### src/rtl/snp_pkg.sv
package snp_pkg;
  typedef enum logic {
    FL_IDLE = 1'b0,
    FL_RUN  = 1'b1
  } flush_state_e;
endpackage

### src/rtl/snp_flush_sync.sv
module snp_flush_sync #(
  parameter int unsigned STAGES = 2
) (
  input  logic clk_i,
  input  logic rst_ni,
  input  logic flush_ni,
  output logic flush_req_o
);
  logic [STAGES:0] sh_q;

  always_ff @(posedge clk_i or negedge rst_ni) begin
    if (!rst_ni) sh_q <= '0;
    else         sh_q <= {sh_q[STAGES-1:0], ~flush_ni};
  end

  // one request per assertion, however long it is held
  assign flush_req_o = sh_q[STAGES-1] & ~sh_q[STAGES];
endmodule

### src/rtl/snp_addr_hold.sv
module snp_addr_hold (
  input  logic clk_i,
  input  logic rst_ni,
  input  logic ahold_i,
  output logic addr_oe_o
);
  logic oe_q;

  always_ff @(posedge clk_i or negedge rst_ni) begin
    if (!rst_ni) oe_q <= 1'b1;
    else         oe_q <= ~ahold_i;
  end

  assign addr_oe_o = oe_q;
endmodule

### src/rtl/snp_inv_queue.sv
module snp_inv_queue #(
  parameter int unsigned W     = 16,
  parameter int unsigned DEPTH = 4
) (
  input  logic         clk_i,
  input  logic         rst_ni,
  input  logic         push_i,
  input  logic [W-1:0] data_i,
  input  logic         pop_i,
  output logic         empty_o,
  output logic [W-1:0] data_o
);
  localparam int unsigned PW = (DEPTH > 1) ? $clog2(DEPTH) : 1;
  localparam int unsigned CW = $clog2(DEPTH + 1);

  logic [W-1:0]  mem_q [DEPTH];
  logic [PW-1:0] rd_q, wr_q;
  logic [CW-1:0] cnt_q;
  logic          full, do_push, do_pop;

  function automatic logic [PW-1:0] ptr_next(input logic [PW-1:0] p);
    return (p == PW'(DEPTH - 1)) ? '0 : p + 1'b1;
  endfunction

  assign full    = (cnt_q == CW'(DEPTH));
  assign empty_o = (cnt_q == '0);
  assign do_push = push_i & ~full;
  assign do_pop  = pop_i & ~empty_o;
  assign data_o  = mem_q[rd_q];

  always_ff @(posedge clk_i or negedge rst_ni) begin
    if (!rst_ni) begin
      rd_q  <= '0;
      wr_q  <= '0;
      cnt_q <= '0;
    end else begin
      if (do_push) wr_q <= ptr_next(wr_q);
      if (do_pop)  rd_q <= ptr_next(rd_q);
      case ({do_push, do_pop})
        2'b10:   cnt_q <= cnt_q + 1'b1;
        2'b01:   cnt_q <= cnt_q - 1'b1;
        default: cnt_q <= cnt_q;
      endcase
    end
  end

  always_ff @(posedge clk_i) begin
    if (do_push) mem_q[wr_q] <= data_i;
  end
endmodule

### src/rtl/snp_tag_store.sv
module snp_tag_store #(
  parameter int unsigned ADDR_W = 16,
  parameter int unsigned OFF_W  = 2,
  parameter int unsigned SETS   = 16,
  localparam int unsigned IDX_W = $clog2(SETS)
) (
  input  logic              clk_i,
  input  logic              rst_ni,
  input  logic              fill_i,
  input  logic [ADDR_W-1:0] fill_addr_i,
  input  logic              inv_i,
  input  logic [ADDR_W-1:0] inv_addr_i,
  input  logic              clr_i,
  input  logic [IDX_W-1:0]  clr_idx_i,
  input  logic [ADDR_W-1:0] lk_addr_i,
  output logic              inv_hit_o,
  output logic              lk_hit_o
);
  localparam int unsigned TAG_W = ADDR_W - OFF_W - IDX_W;

  logic [IDX_W-1:0] fill_idx, inv_idx, lk_idx;
  logic [TAG_W-1:0] fill_tag, inv_tag, lk_tag;
  logic [SETS-1:0]  valid_w;
  logic [TAG_W-1:0] tag_w [SETS];
  logic             unused_off;

  assign fill_idx = fill_addr_i[OFF_W +: IDX_W];
  assign inv_idx  = inv_addr_i[OFF_W +: IDX_W];
  assign lk_idx   = lk_addr_i[OFF_W +: IDX_W];
  assign fill_tag = fill_addr_i[ADDR_W-1 -: TAG_W];
  assign inv_tag  = inv_addr_i[ADDR_W-1 -: TAG_W];
  assign lk_tag   = lk_addr_i[ADDR_W-1 -: TAG_W];
  assign unused_off = ^{fill_addr_i[OFF_W-1:0], inv_addr_i[OFF_W-1:0], lk_addr_i[OFF_W-1:0]};

  assign inv_hit_o = inv_i & valid_w[inv_idx] & (tag_w[inv_idx] == inv_tag);
  assign lk_hit_o  = valid_w[lk_idx] & (tag_w[lk_idx] == lk_tag);

  for (genvar g = 0; g < SETS; g++) begin : g_set
    logic             v_q;
    logic [TAG_W-1:0] t_q;
    logic             wr, kill;

    assign wr   = fill_i & (fill_idx == IDX_W'(g));
    // clear wins over a fill to the same set
    assign kill = (inv_hit_o & (inv_idx == IDX_W'(g))) |
                  (clr_i & (clr_idx_i == IDX_W'(g)));

    always_ff @(posedge clk_i or negedge rst_ni) begin
      if (!rst_ni) begin
        v_q <= 1'b0;
        t_q <= '0;
      end else begin
        if (kill)    v_q <= 1'b0;
        else if (wr) v_q <= 1'b1;
        if (wr)      t_q <= fill_tag;
      end
    end

    assign valid_w[g] = v_q;
    assign tag_w[g]   = t_q;
  end
endmodule

### src/rtl/snp_coherency_ctrl.sv
module snp_coherency_ctrl #(
  parameter int unsigned ADDR_W      = 16,
  parameter int unsigned OFF_W       = 2,
  parameter int unsigned SETS        = 16,
  parameter int unsigned Q_DEPTH     = 4,
  parameter int unsigned SYNC_STAGES = 2
) (
  input  logic              clk_i,
  input  logic              rst_ni,
  input  logic              ahold_i,
  input  logic              eads_ni,
  input  logic [ADDR_W-1:0] snoop_addr_i,
  input  logic              flush_ni,
  input  logic              fill_i,
  input  logic [ADDR_W-1:0] fill_addr_i,
  input  logic [ADDR_W-1:0] lk_addr_i,
  output logic              addr_oe_o,
  output logic              inv_valid_o,
  output logic [ADDR_W-1:0] inv_addr_o,
  output logic              inv_hit_o,
  output logic              flush_busy_o,
  output logic              lk_hit_o
);
  import snp_pkg::*;

  localparam int unsigned IDX_W = $clog2(SETS);

  flush_state_e     state_q;
  logic [IDX_W-1:0] set_q;
  logic             flush_req, q_empty, busy;

  snp_addr_hold u_ahold (
    .clk_i    (clk_i),
    .rst_ni   (rst_ni),
    .ahold_i  (ahold_i),
    .addr_oe_o(addr_oe_o)
  );

  snp_flush_sync #(.STAGES(SYNC_STAGES)) u_fsync (
    .clk_i      (clk_i),
    .rst_ni     (rst_ni),
    .flush_ni   (flush_ni),
    .flush_req_o(flush_req)
  );

  always_ff @(posedge clk_i or negedge rst_ni) begin
    if (!rst_ni) begin
      state_q <= FL_IDLE;
      set_q   <= '0;
    end else begin
      case (state_q)
        FL_IDLE: if (flush_req) begin
          state_q <= FL_RUN;
          set_q   <= '0;
        end
        FL_RUN: begin
          set_q <= set_q + 1'b1;
          if (set_q == IDX_W'(SETS - 1)) state_q <= FL_IDLE;
        end
        default: state_q <= FL_IDLE;
      endcase
    end
  end

  assign busy         = (state_q == FL_RUN);
  assign flush_busy_o = busy;
  assign inv_valid_o  = ~q_empty & ~busy;

  snp_inv_queue #(.W(ADDR_W), .DEPTH(Q_DEPTH)) u_queue (
    .clk_i  (clk_i),
    .rst_ni (rst_ni),
    .push_i (~eads_ni),
    .data_i (snoop_addr_i),
    .pop_i  (inv_valid_o),
    .empty_o(q_empty),
    .data_o (inv_addr_o)
  );

  snp_tag_store #(.ADDR_W(ADDR_W), .OFF_W(OFF_W), .SETS(SETS)) u_tags (
    .clk_i      (clk_i),
    .rst_ni     (rst_ni),
    .fill_i     (fill_i),
    .fill_addr_i(fill_addr_i),
    .inv_i      (inv_valid_o),
    .inv_addr_i (inv_addr_o),
    .clr_i      (busy),
    .clr_idx_i  (set_q),
    .lk_addr_i  (lk_addr_i),
    .inv_hit_o  (inv_hit_o),
    .lk_hit_o   (lk_hit_o)
  );
endmodule

### config.mk
export PLATFORM = sky130hd
export DESIGN_NAME = snp_coherency_ctrl
export DESIGN_NICKNAME = d
export VERILOG_FILES = /design/src/rtl/snp_pkg.sv /design/src/rtl/snp_flush_sync.sv /design/src/rtl/snp_addr_hold.sv /design/src/rtl/snp_inv_queue.sv /design/src/rtl/snp_tag_store.sv /design/src/rtl/snp_coherency_ctrl.sv
export SDC_FILE = /design/constraint.sdc
export NUM_CORES = 1
export LEC_CHECK = 0
export BUFFER_PORTS_ARGS = -buffer_cell sky130_fd_sc_hd__buf_2
export CORE_MARGIN = 3
export CORE_UTILIZATION = 56
export CTS_CLUSTER_DIAMETER = 120
export DETAILED_ROUTE_END_ITERATION = 10
export PLACE_DENSITY = 0.82
export REMOVE_ABC_BUFFERS = 1
export SETUP_SLACK_MARGIN = 0.3
export SYNTH_ARGS = -nofsm -noshare
export SYNTH_HDL_FRONTEND = slang
export SYNTH_SLANG_ARGS = --single-unit
export TNS_END_PERCENT = 100
### constraint.sdc
create_clock -name clk_i -period 3.7 [get_ports clk_i]
set_clock_uncertainty 0.1 [all_clocks]
set_input_delay 0.555 -clock clk_i [delete_from_list [all_inputs] [get_ports clk_i]]
set_output_delay 0.555 -clock clk_i [all_outputs]
set_load 0.05 [all_outputs]
==> results.json, run 1 <==
{
  "ios": 75,
  "vias_per_cell": 6.66,
  "clk_path_buf_depth": 3,
  "grtUsageMet3_pct": 7.73,
  "synthSimpleGateAreaFrac_pct": 10.4,
  "synth-seq-cells": 256,
  "fmax_mhz": 215,
  "hold_class": "in -> reg",
  "synth_cell_types": 57,
  "htreeDepth": 1,
  "tightest_slew_ps": 1060,
  "synth-edff-count": 64,
  "root_buffer": "clkbuf_16",
  "place.gp.congestion": 0.937,
  "path_cells": "mux4_4, buf_12, buf_16, mux2i_1, o22ai_1, o21bai_2, and3_1, or4_4, nand4bb_1, nor4b_2, buf_4, buf_8",
  "num_vias": 10000,
  "synth_cells": 1043,
  "grt_pass1_vias": 9797,
  "cp-start-kind": "flip-flop",
  "grt_usage_pct": 29.4,
  "hpwl_mm": 24.2,
  "initialDrtViolationCount": 1296,
  "cpMaxStageDelayCell": "mux4_4",
  "grt_use_met1_pct": 39.2,
  "grt_busiest_layer": "met2",
  "synth_compound_area_share_pct": 4.60,
  "violations": "setup timing",
  "route.detailed.drc": 0,
  "synth_area_per_cell_sq_um": 12.7,
  "syn2layout_area_growth_pct": 20.3,
  "dieWidth_um": 160,
  "drive_gt1_share_pct": 37.5,
  "status": "complete, but fails checks",
  "start_util_pct": 57.7,
  "leakagePower_nw": 6.91,
  "worst_hold_slack_ps": 14.9,
  "routed_wl_mm": 39.5,
  "power_density_nw_per_um2": 852,
  "criticalPathCategory": "reg -> out",
  "numCtsBuffers": 26,
  "max_slew_margin_pct": 29.4,
  "core_area_sq_um": 22900,
  "path_clk_slew_ps": 60,
  "final_hold_viol_count": 0,
  "setup_slack_ps": -962,
  "ant_nets": 0,
  "maxCapViolCount": 0,
  "period_minus_slack_ps": 4660,
  "rsz0062_at_grt": "true",
  "wl_per_cell_um": 26.2,
  "cts.sink_count": 256,
  "cp_max_fo": 9,
  "endpoint_kind": "primary output",
  "clkLatencyLatePin_ps": 550,
  "syn-cell-area_sq_um": 13200,
  "synthAdderAreaFrac_pct": 1.10,
  "timing.critical_path.required_ps": 3040,
  "grt_use_met2_pct": 46.1,
  "grt_first_pass_wirelength_mm": 57.7,
  "fp.dieH_um": 160,
  "num_rows": 55,
  "async_flop_share_pct": 75.0,
  "portBuffers": 70,
  "dieArea_sq_um": 25500,
  "cts_tree": "built",
  "setup_viol": 17,
  "grt_overflow": 0,
  "grt_max_degree": 102,
  "antenna_found_initial": 0,
  "slowest_delay_ps": 730,
  "post-route-period-util_pct": 126,
  "antennaDiodeCount": 0,
  "synth_warnings": 0,
  "ys_seq_area_share_pct": 50.9,
  "drtPass1Iterations": 6,
  "critPathArrivalTime_ps": 4010,
  "cts_hold_buffers": 0,
  "synth_top_family_by_area": "multiplexers",
  "finalNetCount": 1241,
  "slew_violations": 0,
  "peakVddDrop_uv": 631,
  "postLayoutCoreUtil_pct": 69.4,
  "synth_xor_area_share_pct": 1.32,
  "synthMuxAreaShare_pct": 28.5,
  "synthFlopType": "dfrtp_1"
}
-- synthesized netlist by cell type (all sizes together) (17+ instances only) --
library cell | n | share of area [%]
a21oi | 18 | 0.68
buf | 35 | 1.5
clkbuf | 43 | 1.2
dfrtp | 191 | 36
edfxtp | 64 | 15
inv | 17 | 0.48
mux2 | 104 | 8.9
mux2i | 77 | 5.8
mux4 | 81 | 14
nand2 | 197 | 5.6
nor2 | 21 | 0.62
o22ai | 28 | 1.3
-- metal layers --
| metal | share of wire (%) | up-vias |
|---|---|---|
| li1 | - | 4111 |
| met1 | 36 | 4975 |
| met2 | 45 | 771 |
| met3 | 13 | 188 |
| met4 | 6.2 | 0 |
| met5 | 0 | - |
-- where the power goes --
part / leakage, nW / switching, W / internal (W)
sequential: 2.96 / 0.000581 / 0.00360
combinational: 3.53 / 0.00354 / 0.00310
clock: 0.422 / 0.00111 / 0.00162
total: 6.91 / 0.00523 / 0.00832
-- metrics by stage --
stage               setup TNS (ps)  cells  setup slack (ps)  total power (W)  cell area [sq um]
floorplan                   -22470    965             -2930          0.00768              12900
global placement              -455   1433              -455          0.00958              14400
detailed placement            -443   1433              -443          0.00974              14400
CTS                           -819   1495              -819           0.0128              15500
global route                 -3630   1509             -1070           0.0140              15900
finish                       -2210   1509              -962           0.0135              15900
-- logic make-up (layout without fill, tap and decap cells) --
family                     count (synthesis)  in the layout
xor gates and xnor gates                  20             20
DFF                                      256            256
buffers and inverters                     95            247
and+or+nand+nor                          305            305
AOI/OAI and AO/OA                         94             94
adders and majority gates                 11             11
muxes                                    262            263
-- path summary, 6_finish.rpt --
check	from	to	slack, ps	cells past startpoint
hold reg to reg	u_fsync.sh_q[0]	u_fsync.sh_q[1]	250	0
hold / removal	ahold_i	u_ahold.addr_oe_o	10	2
max in group asynchronous	rst_ni	u_queue.rd_q[1]	2740	2
min in group asynchronous	rst_ni	u_tags.g_set[6].t_q[8]	20	1
setup reg to reg	u_queue.rd_q[0]	u_tags.g_set[7].v_q	-140	14
setup / recovery	u_queue.rd_q[0]	inv_hit_o	-960	12
-- layout by cell type (no fill, tap or decap), types with 11 or more instances in the layout --
cell type  count
nor2_1        19
mux2i_1       76
o22ai_1       27
dfrtp_1      190
mux4_2        81
nor3_1        13
buf_2         66
mux2_2       104
inv_1         17
clkbuf_16     27
edfxtp_1      64
buf_12        12
nand2_1      197
buf_4         87
nand4_1       11
xnor2_1       12
-- cell type report --
| cell class | instances | area (sq um) |
|---|---|---|
| repair buffers | 182 | 1520 |
| fillers | 1499 | 7010 |
| inverters | 17 | 63.8 |
| flip-flops and latches | 256 | 6730 |
| clock inverters | 14 | 185 |
| well taps | 313 | 392 |
| clock buffers | 34 | 701 |
| multi-input cells | 693 | 6320 |
-- sequential cells by signal, indices dropped and copies added (netlist names) --
signal / count
u_fsync.sh_q: 3
u_queue.wr_q: 2
u_tags.g_set.v_q: 16
u_queue.cnt_q: 3
u_queue.rd_q: 2
flush_busy_o: 1
u_tags.g_set.t_q: 160
u_queue.mem_q: 64
u_ahold.addr_oe_o: 1
set_q: 4
-- worst max-delay path: cells and delay by family, from the launching register on --
family | cells | cell delay (ps)
AOI/OAI and AO/OA | 2 | 360
and+or+nand+nor | 4 | 1180
muxes | 2 | 850
DFF | 1 | 410
buffers and inverters | 4 | 650
-- what timing repair did --
| item | in CTS | in global routing |
|---|---|---|
| resized for setup | 26 | 41 |
| pin swaps | 5 | 14 |
| setup endpoints to repair | 18 | 18 |
| setup buffers | 9 | 12 |
| gates cloned | 5 | 2 |
Power figures use the tool's default switching activity.
==> run 2: changes to the inputs <==
--- a/config.mk
+++ b/config.mk
@@ -6,6 +6,7 @@
 export NUM_CORES = 1
 export LEC_CHECK = 0
 export BUFFER_PORTS_ARGS = -buffer_cell sky130_fd_sc_hd__buf_2
+export CORE_ASPECT_RATIO = 0.6
 export CORE_MARGIN = 3
 export CORE_UTILIZATION = 56
 export CTS_CLUSTER_DIAMETER = 120
@@ -16,4 +17,4 @@
 export SYNTH_ARGS = -nofsm -noshare
 export SYNTH_HDL_FRONTEND = slang
 export SYNTH_SLANG_ARGS = --single-unit
-export TNS_END_PERCENT = 100
+export TNS_END_PERCENT = 30
==> results.json, run 2 (same netlist as run 1, synthesis figures left out) <==
{
  "status": "complete, but fails checks",
  "violations": "setup timing",
  "antenna_found_initial": 2,
  "wl_per_cell_um": 27.1,
  "final_cell_mix": "196 x nand2_1, 190 x dfrtp_1, 104 x mux2_2",
  "initialDrtViolationCount": 1434,
  "place.gp.congestion": 1.00,
  "core_area_sq_um": 22600,
  "endpoint_kind": "primary output",
  "finalNetCount": 1228,
  "largest_register_ffs": 160,
  "clk_path_buf_depth": 3,
  "post-route-period-util_pct": 128,
  "grt_overflow": 0,
  "num_vias": 10000,
  "cts.sink_count": 256,
  "rsz0062_at_grt": "true",
  "num_rows": 42,
  "finalPower_w": 0.0132,
  "power_density_nw_per_um2": 851,
  "slew_violations": 0,
  "route.detailed.drc": 0,
  "dieArea_sq_um": 25600,
  "grt_usage_pct": 31.3,
  "peakVddDrop_uv": 457,
  "timing.critical_path.required_ps": 3040,
  "regMostFlops": "u_tags.g_set.t_q",
  "grt_pass1_vias": 9792,
  "wl_met1_mm": 15.7,
  "hpwl_mm": 26.1,
  "top_layer_used": "met5",
  "start_util_pct": 58.5,
  "critPathArrivalTime_ps": 4080,
  "met2_length_mm": 16.9,
  "cp-start-kind": "flip-flop",
  "tightest_slew_ps": 973,
  "syn2layout_area_growth_pct": 17.6,
  "reg.largest.list": "u_tags.g_set.t_q x160, u_queue.mem_q x64, u_tags.g_set.v_q x16",
  "final_hold_viol_count": 0,
  "fmax_mhz": 211,
  "drtPass1Iterations": 6,
  "drive_gt1_share_pct": 35.8,
  "path_clk_slew_ps": 60,
  "criticalPathCategory": "reg -> out",
  "path_cells": "mux4_4, buf_12, buf_16, buf_4, mux2i_1, o22a_1, a21oi_1, or3_4, a21oi_2, or3b_4, nor4b_4, buf_4, buf_12",
  "final_common_cell": "nand2_1",
  "ant_nets": 0,
  "postLayoutCoreUtil_pct": 68.8,
  "vias_per_cell": 6.73,
  "hold_class": "in -> reg",
  "cpMaxStageDelayCell": "mux4_4",
  "cp_max_fo": 9,
  "maxCapViolCount": 0,
  "dpl_worst_slack_ps": -498,
  "numCtsBuffers": 23,
  "fp.dieH_um": 125,
  "ios": 75,
  "max_slew_margin_pct": 34.9,
  "finalSetupTns_ps": -4970,
  "cts_tree": "built",
  "setup_slack_ps": -1040,
  "grt_max_degree": 65,
  "clkLatencyLatePin_ps": 540,
  "portBuffers": 70,
  "dieWidth_um": 204,
  "setup_viol": 17,
  "slowest_delay_ps": 750,
  "fill_cells": 1518,
  "wl_met3_mm": 5.99,
  "period_minus_slack_ps": 4740,
  "grt_first_pass_wirelength_mm": 60.2,
  "root_buffer": "clkbuf_16",
  "leakagePower_nw": 6.78,
  "routed_wl_mm": 40.4,
  "htreeDepth": 1
}
run 2: changes by cell type in the layout (fill, tap and decap cells not counted), sizes merged, moves of 3 or more:
| cell | delta |
|---|---|
| clkinvlp | -3 |
| clkinv | -5 |
| buf | -11 |
| bufinv | -4 |
| clkbuf | +4 |
run 2: worst paths after layout:
kind                                               end  depth (start not counted)  slack, ps       startpoint
worst min register to register         u_fsync.sh_q[1]                          0        260  u_fsync.sh_q[0]
min in group asynchronous              u_fsync.sh_q[0]                          2        490           rst_ni
worst max-delay path                         inv_hit_o                         13      -1040  u_queue.rd_q[0]
worst max register to register    u_tags.g_set[12].v_q                         15       -270  u_queue.rd_q[0]
worst min-delay path                 u_ahold.addr_oe_o                          2         30          ahold_i
max in group asynchronous       u_tags.g_set[2].t_q[1]                          3       2080           rst_ni
run 2: what timing repair did:
action,4_1_cts,5_1_grt
gates resized for setup,24,27
hold endpoints to repair,61,0
hold buffers,1,0
gates cloned,4,0
endpoints found under the setup margin,18,18
pin swaps,8,14
setup buffers,6,8
run 2: cell type report:
| cell class | instances | area, sq um | share of cell area, % |
|---|---|---|---|
| inverters | 17 | 63.8 | 0.410 |
| clock inverters | 3 | 18.8 | 0.121 |
| diodes | 1 | 2.50 | 0.0161 |
| repair buffers | 172 | 1380 | 8.84 |
| multi-input cells | 693 | 6280 | 40.4 |
| clock buffers | 38 | 692 | 4.45 |
| flip-flops and latches | 256 | 6730 | 43.3 |
| well taps | 308 | 385 | 2.48 |
run 2: critical path: cells and delay by family, from the launching register on:
family / cells / cell delay [ps]
buffers and inverters: 5 / 780
AND/OR/NAND/NOR: 3 / 1040
multiplexers: 2 / 960
AO/OA/AOI/OAI: 3 / 370
flip-flops: 1 / 400
run 2: metrics by stage:
| stage | cells | hold slack [ps] | cell area [sq um] |
|---|---|---|---|
| floorplan | 965 | 159 | 12900 |
| global placement | 1427 | 239 | 14300 |
| detailed placement | 1427 | 242 | 14300 |
| CTS | 1479 | 19.6 | 15300 |
| global route | 1488 | 30.8 | 15500 |
| finish | 1488 | 34.0 | 15500 |
run 2: power breakdown:
part	leakage (nW)	switching [W]	total, W	internal, W
sequential	2.96	0.000603	0.00420	0.00360
combinational	3.47	0.00365	0.00670	0.00305
clock	0.350	0.00105	0.00233	0.00127
total	6.78	0.00531	0.0132	0.00792
run 2: layer usage:
metal | track usage (%) | vias up
li1 | - | 4068
met3 | 12.0 | 163
met4 | 11.9 | 2
met1 | 45.7 | 4994
met5 | 0 | -
met2 | 42.8 | 785
